--- config.mk ---
export PLATFORM = sky130hd
export DESIGN_NAME = icyc_seq
export DESIGN_NICKNAME = d
export VERILOG_FILES = /design/src/rtl/icyc_pkg.sv /design/src/rtl/icyc_fsm.sv /design/src/rtl/icyc_regs.sv /design/src/rtl/icyc_seq.sv
export SDC_FILE = /design/constraint.sdc
export NUM_CORES = 1
export LEC_CHECK = 0
export BUFFER_PORTS_ARGS = -buffer_cell sky130_fd_sc_hd__buf_4
export CAP_MARGIN = 25
export CORE_UTILIZATION = 24
export CTS_CLUSTER_DIAMETER = 120
export CTS_CLUSTER_SIZE = 20
export DETAILED_ROUTE_END_ITERATION = 8
export SLEW_MARGIN = 25
export SYNTH_ARGS = -nofsm -noshare
export SYNTH_HDL_FRONTEND = slang
export SYNTH_HIERARCHICAL = 1
export SYNTH_SLANG_ARGS = --single-unit
--- constraint.sdc ---
create_clock -name clk -period 3.44 [get_ports clk]
set_clock_uncertainty 0.1 [all_clocks]
set_input_delay 0.344 -clock clk [delete_from_list [all_inputs] [get_ports clk]]
set_output_delay 0.344 -clock clk [all_outputs]
set_load 0.01 [all_outputs]
--- src/rtl/icyc_pkg.sv ---
package icyc_pkg;

  localparam int OPC_LOAD  = 1;
  localparam int OPC_STORE = 2;
  localparam int OPC_ADD   = 3;
  localparam int OPC_JUMP  = 4;

  typedef enum logic [3:0] {
    ST_FADR,   // PC -> MAR
    ST_FRD,    // read instruction word
    ST_DEC,    // MBR -> IR, pick indirect or execute
    ST_IADR,   // address field -> MAR
    ST_IRD,    // read operand address
    ST_EX,     // operand address -> MAR, register-only work
    ST_EXMEM,  // operand read or write
    ST_INT,    // PC -> MBR, save address -> MAR
    ST_SAVE    // write return address
  } seq_st_e;

  typedef struct packed {
    logic mar_pc;
    logic mar_addr;
    logic mar_save;
    logic mbr_mem;
    logic mbr_acc;
    logic mbr_pc;
    logic ir_ld;
    logic pc_inc;
    logic pc_addr;
    logic pc_vec;
    logic acc_ld;
    logic acc_add;
    logic rd;
    logic wr;
    logic end_ex;
    logic take_int;
  } seq_ctl_t;

endpackage

--- src/rtl/icyc_fsm.sv ---
module icyc_fsm
  import icyc_pkg::*;
#(
  parameter int OPC_W = 4
) (
  input  logic             clk,
  input  logic             rst_n,
  input  logic [OPC_W-1:0] op,
  input  logic             ind,
  input  logic             mem_ready,
  input  logic             irq,
  input  logic             ie_q,
  output seq_ctl_t         ctl
);

  localparam logic [OPC_W-1:0] K_LOAD  = OPC_W'(OPC_LOAD);
  localparam logic [OPC_W-1:0] K_STORE = OPC_W'(OPC_STORE);
  localparam logic [OPC_W-1:0] K_ADD   = OPC_W'(OPC_ADD);
  localparam logic [OPC_W-1:0] K_JUMP  = OPC_W'(OPC_JUMP);

  seq_st_e st, st_nxt;
  logic    finish;

  always_comb begin
    ctl    = '0;
    st_nxt = st;
    finish = 1'b0;
    unique case (st)
      ST_FADR: begin
        ctl.mar_pc = 1'b1;
        st_nxt     = ST_FRD;
      end
      ST_FRD: begin
        ctl.rd = 1'b1;
        if (mem_ready) begin
          ctl.mbr_mem = 1'b1;
          ctl.pc_inc  = 1'b1;
          st_nxt      = ST_DEC;
        end
      end
      ST_DEC: begin
        ctl.ir_ld = 1'b1;
        st_nxt    = ind ? ST_IADR : ST_EX;
      end
      ST_IADR: begin
        ctl.mar_addr = 1'b1;
        st_nxt       = ST_IRD;
      end
      ST_IRD: begin
        ctl.rd = 1'b1;
        if (mem_ready) begin
          ctl.mbr_mem = 1'b1;
          st_nxt      = ST_EX;
        end
      end
      ST_EX: begin
        ctl.mar_addr = 1'b1;
        if (op == K_JUMP) begin
          ctl.pc_addr = 1'b1;
          finish      = 1'b1;
        end else if (op == K_STORE) begin
          ctl.mbr_acc = 1'b1;
          st_nxt      = ST_EXMEM;
        end else if (op == K_LOAD || op == K_ADD) begin
          st_nxt = ST_EXMEM;
        end else begin
          finish = 1'b1;
        end
      end
      ST_EXMEM: begin
        ctl.wr = (op == K_STORE);
        ctl.rd = (op != K_STORE);
        if (mem_ready) begin
          ctl.acc_ld  = (op == K_LOAD);
          ctl.acc_add = (op == K_ADD);
          finish      = 1'b1;
        end
      end
      ST_INT: begin
        ctl.mbr_pc   = 1'b1;
        ctl.mar_save = 1'b1;
        st_nxt       = ST_SAVE;
      end
      ST_SAVE: begin
        ctl.wr = 1'b1;
        if (mem_ready) begin
          ctl.pc_vec = 1'b1;
          st_nxt     = ST_FADR;
        end
      end
      default: st_nxt = ST_FADR;
    endcase
    if (finish) begin
      ctl.end_ex   = 1'b1;
      ctl.take_int = irq && ie_q;
      st_nxt       = (irq && ie_q) ? ST_INT : ST_FADR;
    end
  end

  always_ff @(posedge clk) begin
    if (!rst_n) st <= ST_FADR;
    else        st <= st_nxt;
  end

endmodule

--- src/rtl/icyc_regs.sv ---
module icyc_regs
  import icyc_pkg::*;
#(
  parameter int WORD_W       = 16,
  parameter int ADDR_W       = 11,
  parameter int RESET_PC     = 0,
  parameter int SAVE_ADDR    = 'h7F0,
  parameter int HANDLER_ADDR = 'h040
) (
  input  logic              clk,
  input  logic              rst_n,
  input  seq_ctl_t          ctl,
  input  logic [WORD_W-1:0] mem_rdata,
  input  logic              ie_set,
  output logic [ADDR_W-1:0] pc,
  output logic [ADDR_W-1:0] mar,
  output logic [WORD_W-1:0] mbr,
  output logic [WORD_W-1:0] ir,
  output logic [WORD_W-1:0] acc,
  output logic              flag_z,
  output logic              flag_c,
  output logic              ie_q
);

  localparam logic [ADDR_W-1:0] K_SAVE = ADDR_W'(SAVE_ADDR);
  localparam logic [ADDR_W-1:0] K_VEC  = ADDR_W'(HANDLER_ADDR);
  localparam logic [ADDR_W-1:0] K_RST  = ADDR_W'(RESET_PC);

  // sum with carry in the top bit
  function automatic logic [WORD_W:0] add_wc(input logic [WORD_W-1:0] a,
                                             input logic [WORD_W-1:0] b);
    return {1'b0, a} + {1'b0, b};
  endfunction

  function automatic logic [ADDR_W-1:0] addr_of(input logic [WORD_W-1:0] w);
    return w[ADDR_W-1:0];
  endfunction

  logic [WORD_W:0] sum_c;
  assign sum_c = add_wc(acc, mem_rdata);

  always_ff @(posedge clk) begin
    if (!rst_n) begin
      pc     <= K_RST;
      mar    <= '0;
      mbr    <= '0;
      ir     <= '0;
      acc    <= '0;
      flag_z <= 1'b0;
      flag_c <= 1'b0;
      ie_q   <= 1'b0;
    end else begin
      if (ctl.mar_pc)        mar <= pc;
      else if (ctl.mar_addr) mar <= addr_of(mbr);
      else if (ctl.mar_save) mar <= K_SAVE;

      if (ctl.mbr_mem)      mbr <= mem_rdata;
      else if (ctl.mbr_acc) mbr <= acc;
      else if (ctl.mbr_pc)  mbr <= WORD_W'(pc);

      if (ctl.ir_ld) ir <= mbr;

      if (ctl.pc_inc)       pc <= pc + 1'b1;
      else if (ctl.pc_addr) pc <= addr_of(mbr);
      else if (ctl.pc_vec)  pc <= K_VEC;

      if (ctl.acc_ld) acc <= mem_rdata;
      else if (ctl.acc_add) begin
        acc    <= sum_c[WORD_W-1:0];
        flag_c <= sum_c[WORD_W];
        flag_z <= (sum_c[WORD_W-1:0] == '0);
      end

      if (ctl.take_int) ie_q <= 1'b0;
      else if (ie_set)  ie_q <= 1'b1;
    end
  end

endmodule

--- src/rtl/icyc_seq.sv ---
module icyc_seq
  import icyc_pkg::*;
#(
  parameter int WORD_W       = 16,
  parameter int OPC_W        = 4,
  parameter int ADDR_W       = WORD_W - OPC_W - 1,
  parameter int RESET_PC     = 0,
  parameter int SAVE_ADDR    = 'h7F0,
  parameter int HANDLER_ADDR = 'h040
) (
  input  logic              clk,
  input  logic              rst_n,
  input  logic [WORD_W-1:0] mem_rdata,
  input  logic              mem_ready,
  input  logic              irq,
  input  logic              ie_set,
  output logic [ADDR_W-1:0] mem_addr,
  output logic [WORD_W-1:0] mem_wdata,
  output logic              mem_rd,
  output logic              mem_wr,
  output logic [ADDR_W-1:0] pc,
  output logic [ADDR_W-1:0] mar,
  output logic [WORD_W-1:0] mbr,
  output logic [WORD_W-1:0] ir,
  output logic [WORD_W-1:0] acc,
  output logic              flag_z,
  output logic              flag_c,
  output logic              ie_q
);

  localparam int IND_BIT = ADDR_W;

  seq_ctl_t ctl;

  // named events for the checker
  logic fetch_done;
  logic add_done;
  logic int_enter;
  logic save_done;

  icyc_fsm #(.OPC_W(OPC_W)) u_fsm (
    .clk       (clk),
    .rst_n     (rst_n),
    .op        (ir[WORD_W-1 -: OPC_W]),
    .ind       (mbr[IND_BIT]),
    .mem_ready (mem_ready),
    .irq       (irq),
    .ie_q      (ie_q),
    .ctl       (ctl)
  );

  icyc_regs #(
    .WORD_W       (WORD_W),
    .ADDR_W       (ADDR_W),
    .RESET_PC     (RESET_PC),
    .SAVE_ADDR    (SAVE_ADDR),
    .HANDLER_ADDR (HANDLER_ADDR)
  ) u_regs (
    .clk       (clk),
    .rst_n     (rst_n),
    .ctl       (ctl),
    .mem_rdata (mem_rdata),
    .ie_set    (ie_set),
    .pc        (pc),
    .mar       (mar),
    .mbr       (mbr),
    .ir        (ir),
    .acc       (acc),
    .flag_z    (flag_z),
    .flag_c    (flag_c),
    .ie_q      (ie_q)
  );

  assign mem_addr   = mar;
  assign mem_wdata  = mbr;
  assign mem_rd     = ctl.rd;
  assign mem_wr     = ctl.wr;
  assign fetch_done = ctl.pc_inc;
  assign add_done   = ctl.acc_add;
  assign int_enter  = ctl.take_int;
  assign save_done  = ctl.pc_vec;

endmodule

**Word-level counts from Yosys, hierarchy flattened**

Cells that the tools add are included.

- Flip-flop bits (word level): 77
- Word-level logic and storage cells: 88

- Muxes and demuxes: 43
- Eq/ne operators: 19
- Bitwise operators: 2
- Reduce and logical (&&, ||, !) cells: 13
- Add/sub/neg operators: 2

Operators with widths:

| kind | count |
|---|---|
| 16-bit two-way mux | 5 |
| 11-bit two-way mux | 6 |
| 4-bit one-hot mux with 9 select lines | 1 |
| 4-bit two-way mux | 7 |
| 4-bit by 3-bit == test with 1-bit output, second input constant | 5 |
| 16-bit by 16-bit adder with 17-bit output | 1 |
| 1-bit two-way mux | 17 |
| 4-bit by 2-bit == test with 1-bit output, second input constant | 4 |
| 16-bit logical NOT | 1 |
| 3-bit by 2-bit inequality test with 1-bit output, second input constant | 4 |
| 11-bit by 1-bit adder with 11-bit output, second input constant | 1 |
| 3-bit nonzero test | 3 |
| 4-bit by 1-bit == test with 1-bit output, second input constant | 2 |
| 3-bit two-way mux | 2 |
| 1-bit one-hot mux with 2 select lines | 3 |
| 6-bit AND reduction | 1 |
| 2-bit OR reduction | 3 |
| 4-bit == test, second input constant | 1 |
| 4-bit logical NOT | 1 |
| 2-bit two-way mux | 2 |
| 4-bit by 1-bit inequality test with 1-bit output, second input constant | 1 |
| 4-bit by 2-bit inequality test with 1-bit output, second input constant | 1 |
| 2-bit by 1-bit inequality test with 1-bit output, second input constant | 1 |
| 1-bit NOT | 2 |
| other kinds (4) | 4 |

**Logic depth before layout (Yosys ltp)**

Gate-level depths: netlist (run 1).

- Word-level depth: 8
- Mapped depth: 11

**By module**

The synthesis (run 1) kept the hierarchy.

Modules (own cells, without submodules):

| module | sequential area each (sq um) | instances | area each (sq um) | cells an instance |
|---|---|---|---|---|
| icyc_regs | 1461.4 | 1 | 4204.0 | 524 |
| icyc_fsm | 80.1 | 1 | 508.0 | 74 |
| icyc_seq | 0.0 | 1 | 202.7 | 27 |

**Least setup slack after synthesis (run 1)**

Ideal clock, no wire load.

- Path kind: reg2reg
- Start: register u_fsm.st[0]
- End: register u_regs.flag_z
- Buffers on the path: 0
- Data required time: 3.256 ns
- Arrival: 2.951 ns
- Slack: 0.304 ns
- Cell stages (with the launch flop): 11
- Clock period less this slack: 3.136 ns
- Library setup time: 0.084 ns
- Path through: dfxtp_1 > nand2b_2 > or3_4 > or4b_1 > nor2_1 > nand2_1 > or4_1 > or3_1 > a2111oi_2 > nand4_1 > o31ai_2

RTL lines:

| what | line | source |
|---|---|---|
| start, declared | icyc_fsm.sv:21 | `seq_st_e st, st_nxt;` |
| start signal, assigned | icyc_fsm.sv:102 | `else st <= st_nxt;` |
| end signal, assigned | icyc_regs.sv:71 | `flag_z <= (sum_c[WORD_W-1:0] == '0);` |
| end, declared | icyc_regs.sv:20 | `output logic flag_z,` |

==> metrics.md, run 1 <==
| Metric | Value |
|---|---|
| Required @ worst endpoint | approximately 3.6 ns |
| Slew HR | 0.489 |
| Synth-to-layout area growth | 28.1% |
| Fin. max-slew vios | 0 |
| Die area | roughly 21000 um2 |
| Top Ports | 123 |
| GPL Wtd Cong | roughly 0.86 |
| Share of layout cells above drive strength 1 | 0.239 |
| Root Driver | clkbuf_16 |
| I/O Buffers | 122 |
| Core area | between 15000 and 20000 um2 |
| Net count after synthesis | between 600 and 700 |
| First-pass DRT Iterations | 5 |
| Critical-path cell list | nand2b_2 -> or3_4 -> or4b_4 -> nor2_2 -> nand2_1 -> or4_1 -> or3_1 -> a2111oi_2 -> nand4_1 -> o31ai_2 |
| Routed WL per cell | around 15 um |
| Clock-pin slew on the worst setup and hold paths | ~0.070 ns |
| Combinational Power Share | 0.373 |
| F_max | roughly 310 MHz |
| Sink Count | 77 |
| Total CTS buffers | 9 |
| Reg2reg end | u_regs/flag_z |
| Part of the power in registers | 0.338 |
| Ys Warns | 6 |
| Layout Utilization | 0.318 |
| Hold Path End | u_regs/mbr[2] |
| Total gr overflow | 0 |
| Filler cells | about 2100 |
| CP Class | reg2reg |
| Worst setup path start | u_fsm/st[0] |
| First-pass GRT wire length | roughly 24000 um |
| # nets final | 750 |
| Reg2Reg Setup Slack | 0.20 ns |
| Pleak | between 2 and 3 nW |
| Setup crit start kind | flop |
| Min cycle time layout | 3.24 ns |
| R2R Path Start | u_fsm/st[0] |
| Routed Antenna Nets | 0 |
| DRT iter0 DRCs | between 200 and 300 |
| Vias in the first global route | between 4000 and 5000 |
| Arrival time worst endpoint | 3.40 ns |
| Clock share of power | 0.289 |
| Pwr Total | around 3.4 mW |
| Routed wire length | around 15000 um |
| Clock latency on the worst-skew pair | between 0.3 and 0.4 ns |
| Number of max-cap violations | 0 |
| Cell area after synthesis | roughly 4900 um2 |
| Critical Path End Type | flop |
| Placed cells | about 970 |
| DRC viols | 0 |
| Min-delay worst type | in2reg |
| Maximum vdd drop | 0.200 mV |
| Status | completed |
| Sw Share | 0.368 |
| Post-Layout Cell Count | around 980 |
| Hold Crit Start | mem_rdata[2] |
| Hold Buf Count CTS | 0 |
| Most common cell after layout, fill and taps aside | buf_4 |
| TritonCTS clock tree | yes |
| Pin count of the biggest net entering global routing | 46 |
| Crit-path max cell delay | 0.50 ns |
| Final setup violation count | 0 |
| Initial core utilization | 0.248 |
| Critical path peak fanout | 4 |
| Post-Syn Instances | between 600 and 700 |
| RSZ-0062 raised after global routing | no |
| Total track usage | 0.145 |
| Avg Inst Size Synth | 7.86 um2 |
| CTS max path bufs | 2 |
| Routed via count | around 4700 |
| Final period utilization | 0.942 |
| Hold Path Stages | 3 |
| Final Hold Viols | 0 |
| Psw | 1.25 mW |
| Initial antenna violation count | 1 |
| Internal power | between 2 and 2.5 mW |
| Die H | between 100 and 150 um |
| Detailed Place HPWL | around 11000 um |
| Setup TNS | 0 ns |
| H-tree Lvls | 3 |
| Die Width | ~140 um |
| Via density | between 4 and 5 |
| Commonest non-fill, non-tap cells in the layout | buf_4, nor2_1, a21oi_1 |
| Reg2Reg Depth | 10 |
| Row cnt | slightly above 50 |
| Slowest cell on crit path | or4b_4 |
| PwrDens | 539 nW/um2 |
| Worst-Margin Slew | ~0.77 ns |
## worst max path at each step
stage                         end  slack, ns  cells past startpoint
floorplan           u_regs/flag_z       0.30                     10
finish              u_regs/flag_z       0.20                     10
global placement    u_regs/flag_z       0.17                     11
global route        u_regs/flag_z       0.02                     10
CTS                 u_regs/flag_z       0.15                     10
detailed placement  u_regs/flag_z       0.12                     11
## power by group through the flow
stage               clock (mW)  combinational [mW]  sequential, mW
detailed placement           0                1.27            1.17
CTS                       1.01                1.27            1.15
floorplan                    0               0.819            1.17
global route              1.05                1.39            1.17
finish                   0.981                1.26            1.14
global placement             0                1.26            1.17
## state kept, by name (all words and copies together), names as in the netlist, 4 cells and up
| name | cells |
|---|---|
| u_regs/pc | 11 |
| u_fsm/st | 4 |
| u_regs/mar | 11 |
| u_regs/mbr | 16 |
| u_regs/acc | 16 |
| u_regs/ir | 16 |
## area by class of cell
| class | count | area, um2 | area share |
|---|---|---|---|
| Sequential cell | 77 | 1540 | 0.245 |
| Tap cell | 265 | 332 | 0.0528 |
| Clock buffer | 9 | 225 | 0.0358 |
| Inverter | 20 | 75.1 | 0.0119 |
| Multi-Input combinational cell | 463 | 2970 | 0.472 |
| Timing Repair Buffer | 140 | 1060 | 0.169 |
| Antenna cell | 1 | 2.50 | 0.000398 |
| Clock inverter | 7 | 80.1 | 0.0127 |
## worst max-delay path, delay by kind of cell, from the launching register on
kind	cells	cell delay, ns
and+or+nand+nor	8	2.26
AOI/OAI and AO/OA	2	0.48
DFF	1	0.30
## per-stage QoR
stage	instance area, um2	hold slack, ns	setup WS [ns]
floorplan	4910	0.372	0.304
global placement	5970	0.376	0.165
detailed placement	5970	0.383	0.120
CTS	6280	0.143	0.153
global route	6280	0.168	0.0181
finish	6280	0.154	0.201
## timing repair
item / CTS / global route
endpoints found under the setup margin: 0 / 1
buffers inserted: 0 / 0
gates resized for setup: 0 / 2
## metal layers
metal | GRT usage | share of wire
met3 | 0.0368 | 0.056
met2 | 0.237 | 0.46
met5 | 0 | 0
met4 | 0.0420 | 0.012
met1 | 0.186 | 0.47
No activity file was read; power rests on OpenSTA's default activity.
==> run 2, diff against run 1 <==
--- a/config.mk
+++ b/config.mk
@@ -5,6 +5,7 @@
 export SDC_FILE = /design/constraint.sdc
 export NUM_CORES = 1
 export LEC_CHECK = 0
+export ABC_AREA = 1
 export BUFFER_PORTS_ARGS = -buffer_cell sky130_fd_sc_hd__buf_4
 export CAP_MARGIN = 25
 export CORE_UTILIZATION = 24
==> metrics.md, run 2 <==
| Metric | Value |
|---|---|
| Maximum vdd drop | 0.263 mV |
| Hold Crit Start | ie_set |
| Min-delay worst type | in2reg |
| Via density | roughly 4.7 |
| Routed WL per cell | 14.2 um |
| Total gr overflow | 0 |
| Hold Buf Count CTS | 0 |
| Hold Path End | u_regs/ie_q |
| Cell area after synthesis | 4860 um2 |
| TritonCTS clock tree | yes |
| Diode count | 0 |
| Sink Count | 77 |
| Internal power | between 2 and 2.5 mW |
| Arrival time worst endpoint | between 2 and 3 ns |
| Pleak | approximately 3.0 nW |
| Placed cells | 1100 |
| Row cnt | 51 |
| Final setup violation count | 0 |
| Reg2Reg Depth | 9 |
| Routed wire length | 15800 um |
| Total track usage | 0.152 |
| Ys Warns | 6 |
| DRT iter0 DRCs | slightly above 500 |
| # nets final | 885 |
| Clock share of power | 0.255 |
| Number of max-cap violations | 0 |
| Setup crit start kind | flop |
| Clock-pin slew on the worst setup and hold paths | 0.06 ns |
| Core area | around 20000 um2 |
| Share of layout cells above drive strength 1 | 0.201 |
| Psw | 1.30 mW |
| Metal2 WL | 7520 um |
| CTS max path bufs | 2 |
| Initial antenna violation count | 0 |
| Synth-to-layout area growth | 26.4% |
| Clock latency on the worst-skew pair | 0.34 ns |
| Routed Antenna Nets | 0 |
| Die H | about 140 um |
| First-pass GRT wire length | between 20000 and 25000 um |
| Fin. max-slew vios | 0 |
| Commonest non-fill, non-tap cells in the layout | nand2_1, buf_4, inv_1 |
| Hold Path Stages | 3 |
| Max layer used | met4 |
| H-tree Lvls | 3 |
| CP Class | reg2reg |
| Routed via count | 5200 |
| RSZ-0062 raised after global routing | no |
| Final Hold Viols | 0 |
| Part of the power in registers | 0.367 |
| Reg2Reg Setup Slack | approximately 0.93 ns |
| Critical Path End Type | flop |
| Met3 wire length | about 990 um |
| GPL Wtd Cong | between 0.8 and 0.9 |
| Initial core utilization | 0.247 |
| Area of the multi-input gates | approximately 2700 um2 |
| PwrDens | around 550 nW/um2 |
| Metal-1 WL | approximately 7000 um |
| Detailed Place HPWL | between 10000 and 15000 um |
| Worst-Margin Slew | between 0.8 and 0.9 ns |
| Combinational Power Share | 0.378 |
| Filler cells | roughly 2200 |
| Total CTS buffers | 9 |
| Pin count of the biggest net entering global routing | between 40 and 50 |
| Layout Utilization | 0.312 |
| Net count after synthesis | ~800 |
| Post-Syn Instances | about 750 |
| Sw Share | 0.383 |
| Slew HR | 0.423 |
| Status | completed |
| Top Ports | roughly 120 |
| Critical path peak fanout | 15 |
| Reg2reg end | u_regs/pc[7] |
| Top flop regs | u_regs/acc x16, u_regs/ir x16, u_regs/mbr x16 |
| Post-Layout Cell Count | roughly 1100 |
| R2R Path Start | u_fsm/st[3] |
| Root Driver | clkbuf_16 |
| First-pass DRT Iterations | 5 |
| Min cycle time layout | around 2.5 ns |
| Final period utilization | 0.729 |
| CTS-repair resized insts | 0 |
| Die area | around 21000 um2 |
| Storage element area | ~1500 um2 |
| Vias in the first global route | between 4000 and 5000 |
| DRC viols | 0 |
| Avg Inst Size Synth | 6.45 um2 |
| Die Width | between 100 and 150 um |
| F_max | about 400 MHz |
| Most common cell after layout, fill and taps aside | nand2_1 |
| Required @ worst endpoint | 3.62 ns |
| I/O Buffers | roughly 120 |
| Setup TNS | 0 ns |
| Post-CTS Setup Bufs | 0 |
-- run 2: how the worst max path moves through the flow --
| stage | depth (start not counted) | startpoint | end | slack (ns) |
|---|---|---|---|---|
| floorplan | 16 | u_regs/acc[0] | u_regs/flag_z | 1.37 |
| global placement | 12 | u_fsm/st[2] | u_regs/mbr[9] | 0.98 |
| detailed placement | 12 | u_fsm/st[2] | u_regs/mbr[9] | 0.94 |
| CTS | 12 | u_fsm/st[2] | u_regs/mbr[9] | 0.92 |
| global route | 9 | u_fsm/st[3] | u_regs/pc[7] | 0.67 |
| finish | 9 | u_fsm/st[3] | u_regs/pc[7] | 0.93 |
-- run 2: layout make-up --
class,count,share of cell area
Clock inverter,2,0.00163
Timing Repair Buffer,131,0.160
Inverter,98,0.0603
Clock buffer,13,0.0407
Sequential cell,77,0.251
Tap cell,265,0.0540
Multi-Input combinational cell,529,0.432
-- run 2: layer usage --
layer / up-vias / global-route usage
met1: 2378 / 0.200
li1: 2623 / -
met2: 186 / 0.255
met5: - / 0
met4: 0 / 0.0460
met3: 13 / 0.0215
-- run 2: critical path, cell delays in order, from the launching register on --
cell      delay [ns]
dfxtp_1         0.35
nor2_2          0.25
nand2_1         0.14
nor2_1          0.39
inv_1           0.33
nand2_1         0.20
clkinv_1        0.25
a221oi_1        0.31
nand2_1         0.09
inv_1           0.05
-- run 2: stage by stage --
| step | power [mW] | setup slack [ns] | area (um2) | hold WS [ns] |
|---|---|---|---|---|
| floorplan | 2.02 | 1.37 | 4860 | 0.356 |
| global placement | 2.54 | 0.980 | 5880 | 0.378 |
| detailed placement | 2.54 | 0.942 | 5880 | 0.389 |
| CTS | 3.41 | 0.923 | 6140 | 0.160 |
| global route | 3.62 | 0.666 | 6140 | 0.205 |
| finish | 3.39 | 0.932 | 6140 | 0.182 |
-- run 2: power groups by stage --
stage,sequential (mW),clock [mW],combinational (mW)
4_1_cts,1.25,0.881,1.28
3_3_place_gp,1.26,0,1.27
3_5_place_dp,1.27,0,1.28
5_1_grt,1.27,0.920,1.43
6_report,1.24,0.864,1.28
2_1_floorplan,1.27,0,0.752
